**config.mk**
```make
export PLATFORM = sky130hd
export DESIGN_NAME = pfd_tone_gen
export DESIGN_NICKNAME = d
export VERILOG_FILES = /design/src/rtl/pfd_pkg.sv /design/src/rtl/pfd_src_sel.sv /design/src/rtl/pfd_toggle.sv /design/src/rtl/pfd_pin_gate.sv /design/src/rtl/pfd_tone_gen.sv
export SDC_FILE = /design/constraint.sdc
export NUM_CORES = 1
export LEC_CHECK = 0
export ABC_AREA = 0
export BUFFER_PORTS_ARGS = -buffer_cell sky130_fd_sc_hd__buf_2
export CAP_MARGIN = 20
export CORE_AREA = 2 2 39 41
export DETAILED_ROUTE_END_ITERATION = 12
export DIE_AREA = 0 0 41 43
export PLACE_DENSITY = 0.38
export SYNTH_ARGS = -nofsm -noshare
export SYNTH_HDL_FRONTEND = slang
export SYNTH_SLANG_ARGS = --single-unit
export TNS_END_PERCENT = 20
```
**constraint.sdc**
```tcl
create_clock -name clk -period 1.05 [get_ports clk]
set_clock_uncertainty 0.2 [all_clocks]
set_input_delay 0.1575 -clock clk [delete_from_list [all_inputs] [get_ports clk]]
set_output_delay 0.1575 -clock clk [all_outputs]
set_load 0.1 [all_outputs]
```
**src/rtl/pfd_pkg.sv**
```systemverilog
package pfd_pkg;

    localparam int NUM_PINS = 2;

    // Register image of the toggle core
    typedef struct packed {
        logic tgl;
    } tgl_state_t;

    // Register image of the pin stage
    typedef struct packed {
        logic [NUM_PINS-1:0] pins;
    } pin_state_t;

endpackage

```
**src/rtl/pfd_src_sel.sv**
```systemverilog
// Picks the overflow strobe of the addressed timer.
module pfd_src_sel #(
    parameter int NUM_SRC = 2,
    localparam int SEL_W = (NUM_SRC > 1) ? $clog2(NUM_SRC) : 1
) (
    input  logic [NUM_SRC-1:0] ovf_i,
    input  logic [SEL_W-1:0]   sel_i,
    output logic               strobe_o
);

    logic [NUM_SRC-1:0] hit;

    generate
        for (genvar s = 0; s < NUM_SRC; s++) begin : g_src
            assign hit[s] = ovf_i[s] && (sel_i == SEL_W'(s));
        end
    endgenerate

    // An index with no timer behind it yields no strobe
    assign strobe_o = |hit;

endmodule

```
**src/rtl/pfd_toggle.sv**
```systemverilog
// Toggle flip-flop advanced by the selected overflow strobe.
module pfd_toggle
    import pfd_pkg::*;
(
    input  logic clk,
    input  logic rst_n,
    input  logic en_i,
    input  logic strobe_i,
    output logic tgl_d_o,
    output logic tgl_q_o
);

    tgl_state_t st_d, st_q;

    always_comb begin
        st_d = st_q;
        if (!en_i) begin
            st_d.tgl = 1'b0;
        end else if (strobe_i) begin
            st_d.tgl = ~st_q.tgl;
        end
    end

    always_ff @(posedge clk or negedge rst_n) begin
        if (!rst_n) begin
            st_q <= '0;
        end else begin
            st_q <= st_d;
        end
    end

    assign tgl_d_o = st_d.tgl;
    assign tgl_q_o = st_q.tgl;

endmodule

```
**src/rtl/pfd_pin_gate.sv**
```systemverilog
// Registered output stage: phase assignment and per-pin gating.
module pfd_pin_gate
    import pfd_pkg::*;
(
    input  logic                clk,
    input  logic                rst_n,
    input  logic                en_i,
    input  logic                tgl_next_i,
    input  logic [NUM_PINS-1:0] gate_i,
    output logic [NUM_PINS-1:0] pins_o
);

    pin_state_t st_d, st_q;
    logic [NUM_PINS-1:0] phase;

    // Even pins follow the toggle, odd pins follow its inverse
    generate
        for (genvar p = 0; p < NUM_PINS; p++) begin : g_phase
            if (p % 2 == 0) begin : g_true
                assign phase[p] = tgl_next_i;
            end else begin : g_inv
                assign phase[p] = ~tgl_next_i;
            end
        end
    endgenerate

    always_comb begin
        st_d = st_q;
        for (int p = 0; p < NUM_PINS; p++) begin
            st_d.pins[p] = en_i && gate_i[p] && phase[p];
        end
    end

    always_ff @(posedge clk or negedge rst_n) begin
        if (!rst_n) begin
            st_q <= '0;
        end else begin
            st_q <= st_d;
        end
    end

    assign pins_o = st_q.pins;

endmodule

```
**src/rtl/pfd_tone_gen.sv**
```systemverilog
module pfd_tone_gen
    import pfd_pkg::*;
#(
    parameter int NUM_SRC = 2,
    localparam int SEL_W = (NUM_SRC > 1) ? $clog2(NUM_SRC) : 1
) (
    input  logic               clk,
    input  logic               rst_n,
    input  logic [NUM_SRC-1:0] ovf_i,
    input  logic [SEL_W-1:0]   src_sel_i,
    input  logic               fn_en_i,
    input  logic [1:0]         gate_i,
    output logic [1:0]         pin_o
);

    logic sel_strobe;
    logic tgl_d;
    logic tgl_q;

    pfd_src_sel #(.NUM_SRC(NUM_SRC)) u_sel (
        .ovf_i    (ovf_i),
        .sel_i    (src_sel_i),
        .strobe_o (sel_strobe)
    );

    pfd_toggle u_tgl (
        .clk      (clk),
        .rst_n    (rst_n),
        .en_i     (fn_en_i),
        .strobe_i (sel_strobe),
        .tgl_d_o  (tgl_d),
        .tgl_q_o  (tgl_q)
    );

    pfd_pin_gate u_pins (
        .clk        (clk),
        .rst_n      (rst_n),
        .en_i       (fn_en_i),
        .tgl_next_i (tgl_d),
        .gate_i     (gate_i),
        .pins_o     (pin_o)
    );

endmodule

```
After elaboration in Yosys (flattened, before gate mapping)
Cells that the tools add are included.
{"block": "totals", "wordCells": 14, "register_bits": 3, "output_inout_bits": 2, "input_bits": 8}
{"block": "op_classes", "bitwise": 3, "n_reduce_logical": 7, "n_mux": 2}
{"op": "1-bit logical AND", "n": 6}
{"op": "1-bit NOT", "n": 3}
{"op": "1-bit 2-to-1 mux", "n": 2}
{"op": "2-bit OR reduction", "n": 1}

Logic depth before layout (Yosys ltp)
Gate-level depths: netlist of run 1.
{"block": "depth", "depth_word": 7, "depth_mapped": 2, "ltp_nobuf": 2}

By module
Synthesis of run 1 repeated with hierarchy kept, for this count alone.
{"block": "hier_totals", "hier_cells": 8, "hier_area_um2": 121.4}
{"mod": "pfd_pin_gate", "n_inst": 1, "cells_each": 4, "area_each_um2": 66.3}
{"mod": "pfd_toggle", "n_inst": 1, "cells_each": 3, "area_each_um2": 40.0}
{"mod": "pfd_src_sel", "n_inst": 1, "cells_each": 1, "area_each_um2": 15.0}

Worst setup path before layout of run 1
Ideal clock, no wire load.
{"block": "synth_path", "path_type": "reg2out", "startpoint": "reg u_pins.st_q (netlist bit u_pins.pins_o[0])", "endpoint": "out pin_o[0]", "stages_incl_launch_ff": 1, "path_buffers": 0, "slack_ns": -0.191, "arrival_ns": 0.883, "cell_sequence": "dfrtp_1"}
{"element": "from (decl)", "line_no": "pfd_pin_gate.sv:13", "rtl": "pin_state_t st_d, st_q;"}
{"element": "from (signal assigned)", "line_no": "pfd_pin_gate.sv:38", "rtl": "st_q <= st_d;"}
{"element": "to (decl)", "line_no": "pfd_tone_gen.sv:13", "rtl": "output logic [1:0] pin_o"}
No word-level cell between the ends.

Final worst setup path of run 1
{"block": "layout_path", "startpoint": "reg u_pins.st_q (netlist bit u_pins.pins_o[0])", "endpoint": "out pin_o[0]"}
No word-level cell between the ends.

==> results of run 1 <==
-- metal layers --
layer	share of wire, %	up-vias
met4	0	0
li1	-	80
met1	46	68
met3	17	0
met5	0	-
met2	37	12
-- synth_stat cells --
master,number
sky130_fd_sc_hd__dfrtp_1,3
sky130_fd_sc_hd__nand3b_1,2
sky130_fd_sc_hd__mux2i_2,1
sky130_fd_sc_hd__nand3_1,2
sky130_fd_sc_hd__mux2i_1,3
sky130_fd_sc_hd__nand2_1,1
sky130_fd_sc_hd__nand2b_1,1
-- per-stage QoR --
| stage | cells | cell area (sq um) | setup WS, ns |
|---|---|---|---|
| global route | 46 | 319 | -0.136 |
| detailed placement | 38 | 250 | -0.0449 |
| floorplan | 13 | 155 | -0.191 |
| finish | 46 | 319 | -0.114 |
| global placement | 38 | 250 | -0.00976 |
| CTS | 46 | 317 | -0.125 |
-- registers in the layout, indices dropped and copies added (netlist names) --
name,flops
u_tgl.tgl_q_o,1
u_pins.pins_o,2
-- layout make-up --
cell class / count / area [sq um]
fillers: 152 / 1060
well taps: 16 / 20.0
repair buffers: 13 / 118
clock buffers: 4 / 26.3
flip-flops and latches: 3 / 76.3
multi-input cells: 10 / 78.8
-- power groups by stage --
stage                     clock, mW  sequential [mW]  combinational (mW)
final                         0.215            0.137               0.122
after global routing          0.234            0.138               0.130
after CTS                     0.225            0.137               0.122
after detailed placement          0            0.138               0.111
after global placement            0            0.137               0.108
after floorplan                   0            0.174              0.0251
-- logic make-up after synthesis --
family | Yosys count | synth area share [%]
muxes | 4 | 28.5
DFF | 3 | 48.8
and+or+nand+nor | 6 | 22.8
-- worst paths after layout --
path | cells after the start | endpoint | from | slack, ns
hold / removal | 3 | u_pins.pins_o[1] | gate_i[1] | 0.02
min in group asynchronous | 2 | u_tgl.tgl_q_o | rst_n | 0.04
setup reg to reg | 2 | u_pins.pins_o[1] | u_tgl.tgl_q_o | 0.03
max in group asynchronous | 2 | u_pins.pins_o[0] | rst_n | 0.49
setup / recovery | 1 | pin_o[0] | u_pins.pins_o[0] | -0.11
hold reg to reg | 2 | u_tgl.tgl_q_o | u_tgl.tgl_q_o | 0.41
-- what timing repair did --
item | in CTS | in global routing
endpoints found under the setup margin | 2 | 5
gates cloned | 0 | 0
resized for setup | 0 | 1
hold buffers | 4 | 0
endpoints found under the hold margin | 6 | 0
==> flow_summary.rst, run 1 <==
.. list-table::
   :header-rows: 1

   * - Metric
     - Value
   * - Result of the run
     - finished, violations left
   * - Violations in the final reports
     - setup timing
   * - Combinational cell fraction of total power
     - between 20% and 30%
   * - Critical path data required time
     - a little under 0.7 ns
   * - Commonest non-fill, non-tap cells in the layout
     - sky130_fd_sc_hd__buf_2, sky130_fd_sc_hd__mux2i_1, sky130_fd_sc_hd__clkbuf_4, sky130_fd_sc_hd__dlygate4sd3_1
   * - Final Net Count
     - 39
   * - Inserted Diodes
     - 0
   * - Net switching power figure
     - 0.147 mW
   * - Power density over the cells
     - approximately 1500 nW/um^2
   * - Fin worst setup slack
     - -0.114 ns
   * - Floorplan Core Area
     - 1380 sq um
   * - Sequential element share of the synthesized area
     - just under 50%
   * - CTS tree
     - done
   * - Drt total wl
     - ~390 um
   * - Vias in the first global route
     - 190
   * - Final routed wire length divided by cell count
     - 8.52 um
   * - Transition at the pin with the smallest max-transition slack
     - slightly above 0.3 ns
   * - Met2 demand-to-capacity share in global routing
     - under 10%
   * - Number of pins exceeding their max-slew limit in the final report
     - 0
   * - Number of buffers added by the clock tree synthesis step
     - 3
   * - Slowest stage cell on the critical path
     - sky130_fd_sc_hd__dfrtp_2
   * - Layer with the highest usage after global routing
     - met2
   * - Startpoint-to-endpoint class of the critical path
     - reg2out
   * - Worst voltage drop across the vdd grid
     - slightly below 500 uV
   * - Maximum operating frequency
     - ~0.86 GHz
   * - CTS sink count
     - 3
   * - Unrepaired setup endpoints after global routing
     - yes
   * - Total count of hold-check failures in the final report
     - 0
   * - Std cell rows
     - 14
   * - Number of buffer cells added on primary ports
     - 9
   * - Buffer levels on the longest clock path
     - 2
   * - Count of cell types in the netlist
     - 7
   * - Number of H-tree levels
     - 1
   * - Cell taking the most area after synthesis
     - sky130_fd_sc_hd__dfrtp_1
   * - Via density per instance
     - between 3 and 4
   * - Remaining number of nets flagged by the antenna check after routing
     - 0
   * - Post-layout minimum cycle time
     - approximately 1.2 ns
   * - Max-Slew Margin vs Limit
     - around four fifths
   * - Largest fanout on the critical path
     - 1
   * - Combined area of all synthesized cells
     - ~150 sq um
   * - Post-route total power
     - 0.474 mW
   * - Drt first pass iters
     - 2
   * - Area of the die
     - about 1800 sq um
   * - Layout cell share with drive strength beyond 1
     - 46.7%
   * - Wire length of the first global-routing pass
     - 696 um
   * - Data arrival, critical path
     - about 0.81 ns
   * - Number of max-cap violations
     - 0
   * - Crit path max-delay family
     - flip-flops
   * - Yosys warning total
     - 0
   * - Clk root buf
     - sky130_fd_sc_hd__clkbuf_4
   * - Clock power share
     - approximately 45%
   * - Y dimension of the die
     - ~43 um
   * - Post-synthesis sequential element count
     - 3
   * - Tot GR Track Use
     - under 10%
   * - Synthesis-to-layout area growth
     - 107%
   * - DRC
     - 0
   * - Worst-Skew Late Latency
     - between 0.2 and 0.25 ns
   * - CP Launch Type
     - register
   * - Ports
     - 10
   * - TNS Setup
     - -0.221 ns
   * - Placer Congestion
     - 0.617
   * - Leak Pwr
     - 0.155 nW
   * - Mean area per synthesized cell
     - 11.8 sq um
   * - Final core utilization
     - between 20 and 25%
   * - Number of buffers added for setup after CTS
     - 0
   * - Met1 Track Usage GR
     - under 10%
   * - Via count
     - 160
   * - Drt initial violations
     - 4
   * - P_int
     - ~0.33 mW
   * - Switching Fraction
     - approximately 31%
   * - Class of the tightest hold or removal check
     - in2reg
   * - Commonest non-fill, non-tap cell in the layout
     - sky130_fd_sc_hd__buf_2
   * - Effective utilization at floorplan
     - 11.1%
   * - Sum of overflow across all layers after global routing
     - 0
   * - Total of endpoints with negative setup slack in the final report
     - 2
   * - Largest net degree at the start of global routing
     - 7
   * - Horizontal die dimension
     - around 41 um
   * - Fraction of the cycle the final worst path needs
     - 111%
   * - CP peak stage delay
     - ~0.4 ns
   * - Chain of cells forming the critical path
     - buf_12
   * - Area contributors post-synth
     - sky130_fd_sc_hd__dfrtp_1, sky130_fd_sc_hd__mux2i_1, sky130_fd_sc_hd__nand3b_1
   * - Synthesized net count
     - 21
   * - Total buffers and inverters traversed by the critical path
     - 1
   * - Sequential Power Share
     - between 20% and 30%
   * - Final-layout worst hold slack
     - between 0.015 and 0.02 ns
   * - Synthesized instance count
     - 13
   * - Register clock-pin slew on the reported worst setup and hold paths
     - approximately 0.04 ns
   * - Crit end category
     - primary output
   * - Number of antenna violations at the first check in global routing
     - 0
   * - Routing usage on met3
     - roughly 6.8%
   * - Post-synth top area share
     - between 40% and 50%
(Power assumes the default switching activity.)
==> inputs of run 2 (changes only) <==
PLACE_DENSITY = 0.4   (was 0.38)
==> run 2 against run 1 <==
Net effect:
- the flow still finishes with violations (setup timing)
- combinational power shrank 8%
- clock power shrank 9%
- global-route usage shrank 1.6 points
- first-iteration DRC count shrank 100%
- flip-flop and latch count is the same
- non-clock buffer count shrank 3
- worst hold slack lost 0.013 ns
- wire length shrank 19%
- via count shrank 14%
- largest cell class unchanged
- cell area shrank 10%
- fmax grew 0.97%
==> flow_summary.rst, run 2 (synthesized netlist as in run 1, its figures left out) <==
.. list-table::
   :header-rows: 1

   * - Metric
     - Value
   * - Register clock-pin slew on the reported worst setup and hold paths
     - 0.03 ns (about the same)
   * - Drt total wl
     - 316 um (-19%)
   * - Source of the worst hold timing path
     - gate_i[0]
   * - CP peak stage delay
     - 0.40 ns (about the same)
   * - Largest register FFs
     - 2 (unchanged)
   * - Area of the die
     - 1760 sq um (unchanged)
   * - Final routed wire length divided by cell count
     - 7.35 um (-14%)
   * - Clk root buf
     - sky130_fd_sc_hd__clkbuf_4
   * - Class of the tightest hold or removal check
     - in2reg
   * - Transition at the pin with the smallest max-transition slack
     - 0.288 ns (-0.0178 ns)
   * - Remaining number of nets flagged by the antenna check after routing
     - 0 (unchanged)
   * - Number of pins exceeding their max-slew limit in the final report
     - 0 (unchanged)
   * - Result of the run
     - finished, violations left
   * - Number of buffer cells added on primary ports
     - 9 (unchanged)
   * - Crit path max-delay family
     - flip-flops
   * - Drt first pass iters
     - 1 (-1)
   * - Placer Congestion
     - 0.570 (-7.5%)
   * - Unrepaired setup endpoints after global routing
     - yes
   * - Ports
     - 10 (unchanged)
   * - Hold Crit Depth
     - 3 (unchanged)
   * - Area of placed instances
     - 250 sq um (unchanged)
   * - Tot GR Track Use
     - 4.82% (-1.6 points)
   * - Placed cells
     - 38 (unchanged)
   * - Number of antenna violations at the first check in global routing
     - 0 (unchanged)
   * - Via count
     - 138 (-14%)
   * - Leak Pwr
     - 0.133 nW (-14%)
   * - Crit end category
     - primary output
   * - Violations in the final reports
     - setup timing
   * - Number of buffers added by the clock tree synthesis step
     - 3 (unchanged)
   * - Pre-CTS WS
     - -0.0431 ns (+0.00178 ns)
   * - Depth of the worst register-to-register path
     - 2 (unchanged)
   * - Sum of overflow across all layers after global routing
     - 0 (unchanged)
   * - Crit Reg-Reg Startpoint
     - u_tgl.tgl_q_o
   * - Fraction of the cycle the final worst path needs
     - 110% (-1.1 points)
   * - Total count of hold-check failures in the final report
     - 0 (unchanged)
   * - Largest net degree at the start of global routing
     - 7 (unchanged)
   * - Fin worst setup slack
     - -0.103 ns (+0.0112 ns)
   * - Largest fanout on the critical path
     - 1 (unchanged)
   * - DRC
     - 0 (unchanged)
   * - Effective utilization at floorplan
     - 11.1% (unchanged)
   * - CP Launch Type
     - register
   * - Std cell rows
     - 14 (unchanged)
   * - Startpoint-to-endpoint class of the critical path
     - reg2out
   * - Via density per instance
     - 3.21 (-7.7%)
   * - Vias in the first global route
     - 142 (-25%)
   * - Number of instances resized during post-cts repair
     - 0 (unchanged)
   * - Synthesis-to-layout area growth
     - 86.2%
   * - CTS tree
     - done
   * - Worst-Skew Late Latency
     - 0.23 ns (about the same)
   * - Worst voltage drop across the vdd grid
     - 336 uV (-31%)
   * - Post-layout minimum cycle time
     - 1.15 ns (-0.0112 ns)
   * - Final Net Count
     - 36 (-7.7%)
   * - Data arrival, critical path
     - 0.80 ns (about the same)
   * - Number of max-cap violations
     - 0 (unchanged)
   * - Floorplan Core Area
     - 1380 sq um (unchanged)
   * - CTS sink count
     - 3 (unchanged)
   * - Total of endpoints with negative setup slack in the final report
     - 2 (unchanged)
   * - Worst reg-to-reg setup slack
     - 0.05 ns (+0.02 ns)
   * - Post-route total power
     - 0.445 mW (-6.2%)
   * - Number of H-tree levels
     - 1 (unchanged)
   * - Buffer levels on the longest clock path
     - 2 (unchanged)
   * - Slowest stage cell on the critical path
     - sky130_fd_sc_hd__dfrtp_2
   * - Commonest non-fill, non-tap cell in the layout
     - sky130_fd_sc_hd__buf_2
   * - Layout cell share with drive strength beyond 1
     - 51.9% (+5.2 points)
   * - Total buffers and inverters traversed by the critical path
     - 1 (unchanged)
   * - Y dimension of the die
     - 43 um (unchanged)
   * - Number of buffers added for setup after CTS
     - 0 (unchanged)
   * - Capture point of the worst reg-to-reg path
     - u_pins.pins_o[1]
   * - Max-Slew Margin vs Limit
     - 80.4% (+1.2 points)
   * - TNS Setup
     - -0.192 ns (+0.0291 ns)
   * - Horizontal die dimension
     - 41 um (unchanged)
   * - Drt initial violations
     - 0 (-4)
   * - End point of the worst hold path
     - u_pins.pins_o[0]
   * - Chain of cells forming the critical path
     - buf_12
   * - Wire length of the first global-routing pass
     - 496 um (-29%)
   * - Power density over the cells
     - 1550 nW/um^2 (+4.5%)
   * - Commonest non-fill, non-tap cells in the layout
     - sky130_fd_sc_hd__buf_2, sky130_fd_sc_hd__mux2i_1, sky130_fd_sc_hd__clkbuf_4
   * - Post-route cell area
     - 287 sq um (-10%)
   * - Critical path data required time
     - 0.69 ns (about the same)
   * - Final cell count without fillers
     - 43 (-6.5%)
   * - Maximum operating frequency
     - 0.867 GHz (+0.97%)
   * - Inserted Diodes
     - 0 (unchanged)
-- run 2: cell count changes in the layout (fill, tap and decap cells not counted), sizes merged --
cell / previous run / this run
dlygate4sd3: 3 / 1
dlymetal6s4s: 1 / 0
-- run 2: per-stage QoR --
stage                     util, %  hold slack [ns]
final                        20.7          0.00526
after global routing         20.7          0.00496
after CTS                    20.7          0.00123
after detailed placement     18.1           -0.243
after global placement       18.1           -0.244
after floorplan                 -           -0.338
-- run 2: how the worst max path moves through the flow --
stage	to	startpoint	depth (start not counted)
finish	pin_o[0]	u_pins.pins_o[0]	1
global route	pin_o[0]	u_pins.pins_o[0]	1
CTS	pin_o[0]	u_pins.pins_o[0]	1
detailed placement	u_pins.pins_o[0]	src_sel_i	3
global placement	u_pins.pins_o[0]	src_sel_i	3
floorplan	pin_o[1]	u_pins.pins_o[1]	0
-- run 2: layout make-up --
cell class	count	area [sq um]
Clock buffer	4	26.3
Fill cell	151	1100
Multi-Input combinational cell	10	78.8
Sequential cell	3	76.3
Tap cell	16	20.0
Timing Repair Buffer	10	85.1
-- run 2: worst register-to-register path, stage by stage, from the launching register on --
cell and delay (ns):
sky130_fd_sc_hd__dfrtp_1 0.41, sky130_fd_sc_hd__nand3b_1 0.17, sky130_fd_sc_hd__mux2i_1 0.13
-- run 2: routing by layer --
metal / GRT usage, % / vias to the layer above / routed length [um] / share of wire (%)
li1: - / 75 / - / -
met1: 3.86 / 59 / 128 / 41
met2: 6.56 / 4 / 168 / 53
met3: 3.14 / 0 / 20 / 6.3
met4: 6.00 / 0 / 0 / 0
met5: 0 / - / 0 / 0
-- run 2: what timing repair did --
| item | 4_1_cts | 5_1_grt |
|---|---|---|
| hold buffers | 1 | 0 |
| hold endpoints to repair | 3 | 0 |
| endpoints found under the setup margin | 2 | 3 |
-- run 2: power breakdown --
| part | internal (mW) | total [mW] | switching, mW | leakage (nW) |
|---|---|---|---|---|
| Clock | 0.142 | 0.196 | 0.0541 | 0.0150 |
| Sequential | 0.127 | 0.137 | 0.0101 | 0.0383 |
| Combinational | 0.0500 | 0.112 | 0.0622 | 0.0799 |
==> inputs of run 3 (changes only) <==
PLACE_DENSITY = 0.38   (was 0.4)
SYNTH_HIERARCHICAL = 1   (was not set)
==> run 3 against run 2 <==
Net effect:
- synthesized cell count shrank 38%
- global-route usage increased by 0.81 points
- flip-flop and latch count is the same
- area after synthesis shrank 21%
- largest power group unchanged
- register-to-register slack got worse by 0.17 ns
- critical path type is now reg2reg
- critical endpoint is now u_pins/pins_o[1]
- via count fell by 12%
- the run ends with hold timing, setup timing left
- final cell count shrank 12%
==> flow_summary.rst, run 3 <==
.. list-table::
   :header-rows: 1

   * - Metric
     - Value
   * - DRC
     - 0 (unchanged)
   * - Clk root buf
     - sky130_fd_sc_hd__clkbuf_4
   * - Top Layer Used
     - met3
   * - Final-layout worst hold slack
     - -0.00349 ns (-0.00876 ns)
   * - Wire length of the first global-routing pass
     - 572 um (+15%)
   * - Area of the die
     - 1760 sq um (unchanged)
   * - Worst voltage drop across the vdd grid
     - 423 uV (+26%)
   * - Capture point of the worst reg-to-reg path
     - u_pins/pins_o[1]
   * - Post-synth top area share
     - 61.9% (+13 points)
   * - Count of cell types in the netlist
     - 6 (-1)
   * - Worst-Skew Late Latency
     - 0.23 ns (about the same)
   * - Area contributors post-synth
     - sky130_fd_sc_hd__dfrtp_1, sky130_fd_sc_hd__mux2_4, sky130_fd_sc_hd__and3b_1
   * - Storage cell area
     - 76.3 sq um (unchanged)
   * - Hold Crit Depth
     - 2 (-1)
   * - Primary FF master, synth
     - sky130_fd_sc_hd__dfrtp_1
   * - Combined area of all synthesized cells
     - 121 sq um (-21%)
   * - Post-synthesis sequential element count
     - 3 (unchanged)
   * - Depth of the worst register-to-register path
     - 3 (+1)
   * - Number of buffers added for setup after CTS
     - 0 (unchanged)
   * - Via count
     - 122 (-12%)
   * - Number of pins exceeding their max-slew limit in the final report
     - 0 (unchanged)
   * - Dominant cell by count in the synthesized netlist
     - sky130_fd_sc_hd__dfrtp_1
   * - Fraction of the cycle the final worst path needs
     - 112% (+1.7 points)
   * - Crit end category
     - register
   * - Number of max-cap violations
     - 0 (unchanged)
   * - Routed met1 length
     - 107 um (-16%)
   * - Number of buffers added by the clock tree synthesis step
     - 3 (unchanged)
   * - Cell taking the most area after synthesis
     - sky130_fd_sc_hd__dfrtp_1
   * - Unrepaired setup endpoints after global routing
     - yes
   * - Placer Congestion
     - 0.535 (-6.1%)
   * - Post-synth EDFFs
     - 0 (unchanged)
   * - CTS sink count
     - 3 (unchanged)
   * - Power density over the cells
     - 1680 nW/um^2 (+8.0%)
   * - Fraction of synthesis flops using an asynchronous set or reset pin
     - 100% (unchanged)
   * - Drt total wl
     - 344 um (+8.9%)
   * - Synthesized instance count
     - 8 (-5)
   * - Crit Reg-Reg Startpoint
     - u_tgl/tgl_q_o
   * - Sum of overflow across all layers after global routing
     - 0 (unchanged)
   * - Filler instances
     - 160 (+6.0%)
   * - Mean area per synthesized cell
     - 15.2 sq um (+28%)
   * - CP Launch Type
     - register
   * - Synthesis-to-layout area growth
     - 111%
   * - Tot GR Track Use
     - 5.63% (+0.81 points)
   * - Number of buffer cells added on primary ports
     - 9 (unchanged)
   * - Y dimension of the die
     - 43 um (unchanged)
   * - Transition at the pin with the smallest max-transition slack
     - 0.136 ns (-0.151 ns)
   * - Pre-CTS WS
     - -0.339 ns (-0.296 ns)
   * - End point of the worst hold path
     - u_pins/pins_o[1]
   * - Max-Slew Margin vs Limit
     - 90.9% (+10 points)
   * - Horizontal die dimension
     - 41 um (unchanged)
   * - Std cell rows
     - 14 (unchanged)
   * - Final Net Count
     - 31 (-14%)
   * - Area of placed instances
     - 218 sq um (-13%)
   * - Total of endpoints with negative setup slack in the final report
     - 4 (+2)
   * - Violations in the final reports
     - hold timing, setup timing
   * - Drt first pass iters
     - 1 (unchanged)
   * - Post-route total power
     - 0.430 mW (-3.3%)
   * - Result of the run
     - finished, violations left
   * - Commonest non-fill, non-tap cell in the layout
     - sky130_fd_sc_hd__buf_2
   * - Drt initial violations
     - 0 (unchanged)
   * - Amount of wire on met2 after detailed routing
     - 180 um (+7.1%)
   * - Number of antenna violations at the first check in global routing
     - 0 (unchanged)
   * - Number of H-tree levels
     - 1 (unchanged)
   * - Final core utilization
     - 18.5% (-2.2 points)
   * - Ports
     - 10 (unchanged)
   * - Effective utilization at floorplan
     - 8.77% (-2.4 points)
   * - Post-CTS Hold Fix Bufs
     - 1 (unchanged)
   * - Inserted Diodes
     - 0 (unchanged)
   * - Largest net degree at the start of global routing
     - 4 (-3)
   * - Register clock-pin slew on the reported worst setup and hold paths
     - 0.04 ns (about the same)
   * - Total count of hold-check failures in the final report
     - 1 (+1)
   * - Leak Pwr
     - 0.131 nW (-1.5%)
   * - Floorplan Core Area
     - 1380 sq um (unchanged)
   * - Worst reg-to-reg setup slack
     - -0.12 ns (-0.17 ns)
   * - Largest fanout on the critical path
     - 3 (+2)
   * - Maximum operating frequency
     - 0.854 GHz (-1.5%)
   * - Fin worst setup slack
     - -0.121 ns (-0.0180 ns)
   * - Vias in the first global route
     - 153 (+7.7%)
   * - Post-detail-place hpwl
     - ~280 um
   * - Wire length on met3
     - 56 um (+180%)
   * - Sequential element share of the synthesized area
     - 61.9% (+13 points)
   * - Class of the tightest hold or removal check
     - in2reg
   * - Critical path data required time
     - 0.97 ns (+0.28 ns)
   * - Final routed wire length divided by cell count
     - 9.05 um (+23%)
   * - Area occupied by multi-input gates
     - 48.8 sq um (-38%)
   * - Remaining number of nets flagged by the antenna check after routing
     - 0 (unchanged)
   * - Commonest non-fill, non-tap cells in the layout
     - sky130_fd_sc_hd__buf_2, sky130_fd_sc_hd__clkbuf_4, sky130_fd_sc_hd__buf_12, sky130_fd_sc_hd__dfrtp_1
   * - Yosys warning total
     - 6 (+6)
   * - Post-route cell area
     - 256 sq um (-10%)
   * - Data arrival, critical path
     - 1.09 ns (+0.29 ns)
   * - Startpoint-to-endpoint class of the critical path
     - reg2reg
   * - Via density per instance
     - 3.21 (about the same)
   * - Placed cells
     - 33 (-13%)
   * - Final cell count without fillers
     - 38 (-12%)
   * - Largest register FFs
     - 2 (unchanged)
   * - Synthesized net count
     - 16 (-24%)
   * - Layout cell share with drive strength beyond 1
     - 72.7% (+21 points)
   * - Source of the worst hold timing path
     - gate_i[1]
   * - Buffer levels on the longest clock path
     - 2 (unchanged)
   * - TNS Setup
     - -0.445 ns (-0.253 ns)
   * - Post-layout minimum cycle time
     - 1.17 ns (+0.0180 ns)
   * - CTS tree
     - done
## run 3: cell count changes after synthesis, sizes merged
cell	change
mux2i	-4
nand3	-2
nand3b	-2
and2	+1
and3	+1
and3b	+1
mux2	+1
nand2	-1
nand2b	-1
xor2	+1
## run 3: how the worst max path moves through the flow
stage | cells past startpoint | end | from
after global routing | 3 | u_pins/pins_o[1] | u_tgl/tgl_q_o
final | 3 | u_pins/pins_o[1] | u_tgl/tgl_q_o
after floorplan | 0 | pin_o[1] | u_pins/pins_o[1]
after global placement | 5 | u_pins/pins_o[0] | src_sel_i
after CTS | 3 | u_pins/pins_o[1] | u_tgl/tgl_q_o
after detailed placement | 5 | u_pins/pins_o[1] | src_sel_i
## run 3: power breakdown
group          switching [mW]  internal (mW)  total [mW]
Combinational          0.0505         0.0454      0.0959
Clock                  0.0597          0.142       0.202
Sequential            0.00628          0.126       0.132
Total                   0.116          0.314       0.430
## run 3: timing repair
item | in CTS | in global routing
cloned | 0 | 0
pin swaps | 0 | 0
endpoints found under the hold margin | 4 | 1
resized for setup | 1 | 0
setup endpoints to repair | 4 | 4
## run 3: final cells by class
class | instances | area share (%)
clock buffers | 4 | 10.2
multi-input cells | 5 | 19.0
flip-flops and latches | 3 | 29.8
well taps | 16 | 7.80
repair buffers | 10 | 33.2
## run 3: cell families (layout without fill, tap and decap cells)
kind of cell,after synthesis,in the layout,synth area share (%)
muxes,1,1,12.4
and+or+nand+nor,3,3,18.6
buffers and inverters,0,14,0
xor gates and xnor gates,1,1,7.22
DFF,3,3,61.9
## run 3: routing by layer
layer  track usage (%)  vias to the layer above
li1                  -                       56
met1              4.19                       56
met2              8.44                       10
met3              5.24                        0
met4              4.00                        0
met5                 0                        -
## run 3: worst max-delay path: stages, from the launching register on
cell,delay [ns]
sky130_fd_sc_hd__dfrtp_1,0.37
sky130_fd_sc_hd__xor2_1,0.15
sky130_fd_sc_hd__and2_4,0.17
sky130_fd_sc_hd__and3b_1,0.17
